### src/rtl/bsdot_pkg.sv
// Shared types for the bit-sliced dot-product engine.
package bsdot_pkg;
    // Operation phases of the engine controller.
    typedef enum logic [1:0] {
        ST_IDLE = 2'd0,
        ST_LOAD = 2'd1,
        ST_COMP = 2'd2,
        ST_DONE = 2'd3
    } bsdot_state_e;
endpackage

### src/rtl/bsdot_vec_buf.sv
// Element-pair buffer: holds one vector of A and B elements, written once
// during loading and read by index during every slice pass.
// Assumes: the write index is below DEPTH; contents need no reset because
// every read location is written before it is read.
module bsdot_vec_buf #(
    parameter int DEPTH  = 16,
    parameter int ELEM_W = 8,
    parameter int IDX_W  = $clog2(DEPTH)
) (
    input  logic              clk,
    input  logic              we,
    input  logic [IDX_W-1:0]  waddr,
    input  logic [ELEM_W-1:0] wa,
    input  logic [ELEM_W-1:0] wb,
    input  logic [IDX_W-1:0]  raddr,
    output logic [ELEM_W-1:0] ra,
    output logic [ELEM_W-1:0] rb
);
    logic [ELEM_W-1:0] mem_a [DEPTH];
    logic [ELEM_W-1:0] mem_b [DEPTH];

    // Store an accepted element pair.
    always_ff @(posedge clk) begin
        if (we) begin
            mem_a[waddr] <= wa;
            mem_b[waddr] <= wb;
        end
    end

    // Asynchronous read of the element under process.
    assign ra = mem_a[raddr];
    assign rb = mem_b[raddr];
endmodule

### src/rtl/bsdot_slicer.sv
// Slice extractor: returns slice number idx of an element, with slice width
// 2^lg. Assumes idx is below ELEM_W >> lg so the bit position fits.
module bsdot_slicer #(
    parameter int ELEM_W = 8,
    parameter int SIDX_W = $clog2(ELEM_W),
    parameter int CODE_W = 2
) (
    input  logic [ELEM_W-1:0] elem,
    input  logic [SIDX_W-1:0] idx,
    input  logic [CODE_W-1:0] lg,
    output logic [ELEM_W-1:0] slice
);
    logic [SIDX_W-1:0] bit_pos;
    logic [ELEM_W:0]   span;
    logic [ELEM_W-1:0] mask;

    // Position, mask and extraction of the selected slice.
    always_comb begin
        bit_pos = SIDX_W'(idx << lg);
        span    = (ELEM_W+1)'(1) << (1 << lg);
        mask    = ELEM_W'(span - (ELEM_W+1)'(1));
        slice   = (elem >> bit_pos) & mask;
    end
endmodule

### src/rtl/bsdot_acc.sv
// Two-level accumulator: a slice sum gathers the products of one slice pair
// over the vector. On the last element it is shifted and folded into the
// wide total and restarts at zero.
// Assumes: clr and en are never high together.
module bsdot_acc #(
    parameter int PROD_W = 16,
    parameter int SACC_W = 21,
    parameter int ACC_W  = 64,
    parameter int SH_W   = 8
) (
    input  logic              clk,
    input  logic              rst_n,
    input  logic              clr,
    input  logic              en,
    input  logic              last,
    input  logic [PROD_W-1:0] prod,
    input  logic [SH_W-1:0]   shamt,
    output logic [ACC_W-1:0]  total
);
    logic [SACC_W-1:0] slice_q;
    logic [SACC_W-1:0] slice_nx;

    // Running slice sum including the current product.
    assign slice_nx = slice_q + SACC_W'(prod);

    // Slice-sum and total update.
    always_ff @(posedge clk) begin
        if (!rst_n || clr) begin
            slice_q <= '0;
            total   <= '0;
        end else if (en) begin
            if (last) begin
                slice_q <= '0;
                total   <= total + (ACC_W'(slice_nx) << shamt);
            end else begin
                slice_q <= slice_nx;
            end
        end
    end

    // a clear leaves the total at zero.
    p_clear_total_r6: assert property (@(posedge clk) disable iff (!rst_n)
        clr |=> (total == '0));
endmodule

### src/rtl/bsdot_engine.sv
// Bit-sliced unsigned dot-product engine (top). It loads vec_len element
// pairs into a buffer and visits every slice pair (A outer, B inner,
// element innermost). Each shifted partial dot product goes into a 64-bit
// total. It signals done with the result and the busy cycle count.
// Assumes: 1 <= vec_len <= MAX_LEN; width codes select widths up to ELEM_W.
module bsdot_engine
    import bsdot_pkg::*;
#(
    parameter int ELEM_W = 8,
    parameter int MAX_LEN = 16,
    parameter int ACC_W  = 64,
    parameter int CYC_W  = 32,
    parameter int SH_W   = 8,
    parameter int CODE_W = 2,
    parameter int LEN_W  = $clog2(MAX_LEN + 1)
) (
    input  logic              clk,
    input  logic              rst_n,
    input  logic              start,
    input  logic [LEN_W-1:0]  vec_len,
    input  logic [CODE_W-1:0] cfg_a_lg,
    input  logic [CODE_W-1:0] cfg_b_lg,
    input  logic              in_valid,
    output logic              in_ready,
    input  logic [ELEM_W-1:0] in_a,
    input  logic [ELEM_W-1:0] in_b,
    output logic              done,
    output logic [ACC_W-1:0]  result,
    output logic [CYC_W-1:0]  busy_cycles
);
    localparam int IDX_W  = $clog2(MAX_LEN);
    localparam int SIDX_W = $clog2(ELEM_W);
    localparam int PROD_W = 2 * ELEM_W;
    localparam int SACC_W = PROD_W + LEN_W;

    bsdot_state_e      state_q;
    logic [LEN_W-1:0]  len_q;
    logic [CODE_W-1:0] lga_q, lgb_q;
    logic [IDX_W-1:0]  idx_q;
    logic [SIDX_W-1:0] si_q, sj_q;
    logic [CYC_W-1:0]  cnt_q;
    logic [CYC_W-1:0]  cyc_out_q;

    logic              last_elem, last_si, last_sj, final_step;
    logic [ELEM_W-1:0] elem_a, elem_b, slc_a, slc_b;
    logic [PROD_W-1:0] prod;
    logic [SH_W-1:0]   shamt;
    logic              acc_clr, acc_en;

    // Loop-end conditions for element, B-slice and A-slice counters.
    always_comb begin
        last_elem  = (LEN_W'(idx_q) == (len_q - LEN_W'(1)));
        last_sj    = (sj_q == SIDX_W'((ELEM_W >> lgb_q) - 1));
        last_si    = (si_q == SIDX_W'((ELEM_W >> lga_q) - 1));
        final_step = (state_q == ST_COMP) && last_elem && last_sj && last_si;
    end

    // Controller: phase sequencing and the three nested loop counters.
    always_ff @(posedge clk) begin
        if (!rst_n) begin
            state_q <= ST_IDLE;
            len_q   <= '0;
            lga_q   <= '0;
            lgb_q   <= '0;
            idx_q   <= '0;
            si_q    <= '0;
            sj_q    <= '0;
        end else begin
            case (state_q)
                ST_IDLE: begin
                    if (start) begin
                        len_q   <= vec_len;
                        lga_q   <= cfg_a_lg;
                        lgb_q   <= cfg_b_lg;
                        idx_q   <= '0;
                        si_q    <= '0;
                        sj_q    <= '0;
                        state_q <= ST_LOAD;
                    end
                end
                ST_LOAD: begin
                    if (in_valid) begin
                        if (last_elem) begin
                            idx_q   <= '0;
                            state_q <= ST_COMP;
                        end else begin
                            idx_q <= idx_q + IDX_W'(1);
                        end
                    end
                end
                ST_COMP: begin
                    if (last_elem) begin
                        idx_q <= '0;
                        if (last_sj) begin
                            sj_q <= '0;
                            if (last_si) state_q <= ST_DONE;
                            else         si_q    <= si_q + SIDX_W'(1);
                        end else begin
                            sj_q <= sj_q + SIDX_W'(1);
                        end
                    end else begin
                        idx_q <= idx_q + IDX_W'(1);
                    end
                end
                default: state_q <= ST_IDLE;
            endcase
        end
    end

    // Busy-cycle counter and the copy reported with the result.
    always_ff @(posedge clk) begin
        if (!rst_n) begin
            cnt_q     <= '0;
            cyc_out_q <= '0;
        end else begin
            if (state_q == ST_IDLE) cnt_q <= '0;
            else                    cnt_q <= cnt_q + CYC_W'(1);
            if (final_step) cyc_out_q <= cnt_q + CYC_W'(1);
        end
    end

    bsdot_vec_buf #(
        .DEPTH (MAX_LEN),
        .ELEM_W(ELEM_W),
        .IDX_W (IDX_W)
    ) i_buf (
        .clk  (clk),
        .we   (in_ready && in_valid),
        .waddr(idx_q),
        .wa   (in_a),
        .wb   (in_b),
        .raddr(idx_q),
        .ra   (elem_a),
        .rb   (elem_b)
    );

    bsdot_slicer #(.ELEM_W(ELEM_W), .SIDX_W(SIDX_W), .CODE_W(CODE_W)) i_slc_a (
        .elem(elem_a), .idx(si_q), .lg(lga_q), .slice(slc_a)
    );

    bsdot_slicer #(.ELEM_W(ELEM_W), .SIDX_W(SIDX_W), .CODE_W(CODE_W)) i_slc_b (
        .elem(elem_b), .idx(sj_q), .lg(lgb_q), .slice(slc_b)
    );

    // Slice product and combined slice weight for the current pass.
    always_comb begin
        prod    = PROD_W'(slc_a) * PROD_W'(slc_b);
        shamt   = SH_W'(si_q << lga_q) + SH_W'(sj_q << lgb_q);
        acc_clr = (state_q == ST_IDLE) && start;
        acc_en  = (state_q == ST_COMP);
    end

    bsdot_acc #(
        .PROD_W(PROD_W),
        .SACC_W(SACC_W),
        .ACC_W (ACC_W),
        .SH_W  (SH_W)
    ) i_acc (
        .clk  (clk),
        .rst_n(rst_n),
        .clr  (acc_clr),
        .en   (acc_en),
        .last (last_elem),
        .prod (prod),
        .shamt(shamt),
        .total(result)
    );

    assign in_ready    = (state_q == ST_LOAD);
    assign done        = (state_q == ST_DONE);
    assign busy_cycles = cyc_out_q;

    // input only opens in response to a start.
    p_ready_after_start_r1: assert property (@(posedge clk) disable iff (!rst_n)
        $rose(in_ready) |-> $past(start));

    // the load index stays below the captured length.
    p_load_bound_r2: assert property (@(posedge clk) disable iff (!rst_n)
        (state_q == ST_LOAD) |-> (LEN_W'(idx_q) < len_q));

    // done lasts a single cycle.
    p_done_single_r7: assert property (@(posedge clk) disable iff (!rst_n)
        done |=> !done);

    // result holds once computed until an accepted start.
    p_result_hold_r7: assert property (@(posedge clk) disable iff (!rst_n)
        ((state_q == ST_DONE || state_q == ST_IDLE) && !start) |=> $stable(result));

    // a start while busy leaves the captured length alone.
    p_busy_start_ignored_r8: assert property (@(posedge clk) disable iff (!rst_n)
        (state_q != ST_IDLE && start) |=> $stable(len_q));

    // the busy counter sits at zero while idle.
    p_cnt_idle_r9: assert property (@(posedge clk) disable iff (!rst_n)
        (state_q == ST_IDLE && $past(state_q == ST_IDLE)) |-> (cnt_q == '0));
endmodule

### config.mk
export PLATFORM = sky130hd
export DESIGN_NAME = bsdot_engine
export DESIGN_NICKNAME = d
export VERILOG_FILES = /design/src/rtl/bsdot_pkg.sv /design/src/rtl/bsdot_vec_buf.sv /design/src/rtl/bsdot_slicer.sv /design/src/rtl/bsdot_acc.sv /design/src/rtl/bsdot_engine.sv
export SDC_FILE = /design/constraint.sdc
export NUM_CORES = 1
export LEC_CHECK = 0
export ABC_AREA = 1
export BUFFER_PORTS_ARGS = -buffer_cell sky130_fd_sc_hd__buf_2
export CAP_MARGIN = 30
export CORE_MARGIN = 2
export CORE_UTILIZATION = 40
export DETAILED_ROUTE_END_ITERATION = 16
export SLEW_MARGIN = 20
export SYNTH_ARGS = -nofsm -noshare
export SYNTH_HDL_FRONTEND = slang
export SYNTH_HIERARCHICAL = 1
export SYNTH_SLANG_ARGS = --single-unit
### constraint.sdc
create_clock -name clk -period 24.1 [get_ports clk]
set_input_delay 4.82 -clock clk [delete_from_list [all_inputs] [get_ports clk]]
set_output_delay 4.82 -clock clk [all_outputs]
set_load 0.005 [all_outputs]
==> out/results.ini <==
[drt]
initialDrtViolationCount = 1981
detail_route.wl_per_cell_um = 16.77
routed-via-count = 25803
drt_pass1_iterations = 8
detail_route.wirelength_um = 85790
antenna_violating_nets_left = 0
route.detailed.drc = 0
via_density = 5.045

[clock_tree]
cts_repair_resizes = 0
cts.sinks = 426
cts_setup_buffers = 0
cts-htree-levels = 2
tritoncts.num_buffers = 50
insertion_delay_ns = 0.63
tritoncts = yes
clk_transition_reported_paths_ns = 0.06
cts.path.max_buffers = 3
post_cts_hold_buffer_count = 0
clock-root-buffer = clkbuf_16

[final_layout]
layout.cells.most_common_list = nand2_1 (1093), inv_1 (652), nor2_1 (427)
finish.net_count = 4323
instances_no_fill = 5115
share_of_post_route_cells_with_drive_strength_above_1_pct = 9.174
synthToLayoutAreaGrowth_pct = 11.09
final_common_cell = nand2_1
postLayoutCellArea_um2 = 32290

[global_route]
antenna_found_initial = 7
number_of_global_route_vias_before_repair = 24454
groute.usage.overall_pct = 22.80
global_route_wire_length_before_repair_um = 135400
grt_start_max_net_pins = 77
grt-ovfl-total = 0

[timing]
setup_repair_after_global_routing_missed_its_margin = false
worst_slew_pin_slew_ns = 0.9329
finalSetupTns_ns = 0
setup_viol = 0
timing.slew.headroom_pct = 37.80
final-max-slew-violation-count = 0
min_period_ns = 12.21
finalCritPeriodShare_pct = 50.66
finalHoldViolations = 0
final.setup_skew_ns = 0.06056
timing.fmax_mhz = 81.91

[worst_setup_path]
end_kind = flip-flop
worst_ep_arrival_time_ns = 12.68
r2r-end = i_acc/total[56]
critical_path.startpoint_type = flip-flop
worst-r2r-setup-slack_ns = 11.89
required_ns = 24.57
library_cell_contributing_the_largest_single_delay_on_the_critical_path = buf_4
timing.rr.start = idx_q[0]
cp_slowest_stage_delay_ns = 0.73
reg2regPathDepth = 56
critPathKind = flip-flop to flip-flop
critical_path.max_fanout = 76

[synth]
synthesis.yosys.warnings = 6
async_reset_ff_share_pct = 0
synth.yosys.seq_area_share_pct = 38.15
synth_top_cell_by_area = edfxtp_1
synthTopCellsByArea = edfxtp_1 (26%), nand2_1 (14%), dfxtp_1 (12%), inv_1 (8.4%), nand3_1 (6.3%)
synth_adder_area_share_pct = 8.368
synth_flop_cell = edfxtp_1
syn_area_per_cell_um2 = 7.175
synth_compound_area_share_pct = 8.992
post_synth_mux_area_share_pct = 0
synth_enable_flop_cells = 256
synth_top_family_by_area = simple AND/OR/NAND/NOR gates
yosysUniqueCellTypes = 58
synth_top_area_share_pct = 26.45
syn-cell-area_um2 = 29070
yosys.area_share.simple_pct = 30.11
synthesis.instances = 4051
yosys_register_bits = 426
synth_xor_xnor_area_share_pct = 3.004

[floorplan]
die-area_um2 = 74840
pin_count = 127
start_util_pct = 40.52
die_width_um = 273.6
floorplan_core_area_um2 = 71730
die_h_um = 273.6
rows = 98

[hold_path]
holdPathStages = 2
timing.hold.worst.class = flip-flop to flip-flop
timing.hold.worst.start = busy_cycles[0]
terminating_pin_of_the_worst_hold_path = busy_cycles[0]

[place]
placed_wire_length_estimate_after_detailed_placement_um = 62320
area_after_dpl_um2 = 30500
numPlacedInstances = 5020
numPortBuffers = 126
final_gp_congestion = 0.9602

[power]
static_leakage_nw = 15.77
p_total_mw = 2.694
powerDensity_nw_per_um2 = 83.43
vdd.ir_drop.worst_uv = 58.62

[run]
max_cap_violations = 0

[status]
run_status = finished, final reports clean

-- cell type report --
class | count | area (um^2)
clock buffers | 64 | 1364
clock inverters | 29 | 411.6
well taps | 950 | 1189
fillers | 7387 | 39440
inverters | 682 | 2562
diodes | 1 | 2.502
flip-flops and latches | 426 | 11100
repair buffers | 160 | 900.9
multi-input cells | 2803 | 14770
-- state kept, by name, summed over array words and instances (netlist names) --
| name | flops |
|---|---|
| sj_q | 3 |
| len_q | 5 |
| idx_q | 4 |
| state_q | 2 |
| i_buf/mem_b | 128 |
| i_acc/slice_q | 21 |
| cnt_q | 32 |
| i_acc/total | 64 |
| i_buf/mem_a | 128 |
| busy_cycles | 32 |
| lgb_q | 2 |
| lga_q | 2 |
| si_q | 3 |
-- where the power goes --
group	internal [mW]	total, mW	switching (mW)
logic	0.309	1.07	0.757
registers	0.788	0.816	0.0277
clock network	0.481	0.813	0.332
-- kinds of logic after synthesis --
group                      after synthesis
and+or+nand+nor                       2059
buffers and inverters                  827
AOI/OAI and AO/OA                      469
DFF                                    426
adders and majority gates              171
xor gates and xnor gates                98
other                                    1
-- metrics by stage --
| stage | utilization [%] | hold WS, ns | worst slack [ns] |
|---|---|---|---|
| after floorplan | - | 0.4375 | 15.34 |
| after global placement | 42.47 | 0.4317 | 12.23 |
| after detailed placement | 42.52 | 0.4405 | 12.21 |
| after CTS | 45.00 | 0.4501 | 12.08 |
| after global routing | 45.02 | 0.4871 | 10.78 |
| final | 45.02 | 0.4469 | 11.89 |
-- routing by layer --
layer,wire (um),track usage (%),part of all wire (%),up-vias
met4,2201,6.370,2.6,12
met2,37960,36.37,44,707
li1,-,-,-,13068
met3,5249,3.719,6.1,138
met1,40320,31.84,47,11878
met5,60,0,0.070,-
-- synthesized netlist by cell type, types with 25 or more instances --
cell	n
clkbuf_1	61
o21ai_0	139
dfxtp_1	170
a31oi_1	32
inv_2	25
xnor2_1	29
nor3_1	28
buf_2	42
nor2_1	443
nand2_1	1093
xor2_1	67
nand3_1	366
ha_1	132
o21ai_1	38
edfxtp_1	256
inv_1	653
fa_1	39
a21oi_1	187
-- worst max-delay path: cells and delay by family, from the launching register on --
kind | cells | cell delay [ns]
and+or+nand+nor | 30 | 4.49
adders and majority gates | 7 | 3.26
buffers and inverters | 8 | 1.94
AOI/OAI and AO/OA | 10 | 1.57
DFF | 1 | 0.33
xor gates and xnor gates | 1 | 0.29
-- worst max-delay path by stage --
stage / from / end / slack (ns) / depth (start not counted)
6_report: idx_q[0] / i_acc/total[56] / 11.89 / 56
5_1_grt: idx_q[0] / i_acc/total[56] / 10.78 / 62
4_1_cts: idx_q[0] / i_acc/total[56] / 12.08 / 58
3_5_place_dp: idx_q[0] / i_acc/total[56] / 12.21 / 58
3_3_place_gp: idx_q[0] / i_acc/total[56] / 12.23 / 63
2_1_floorplan: idx_q[0] / i_acc/total[58] / 15.34 / 60
Power figures use the tool's default switching activity.
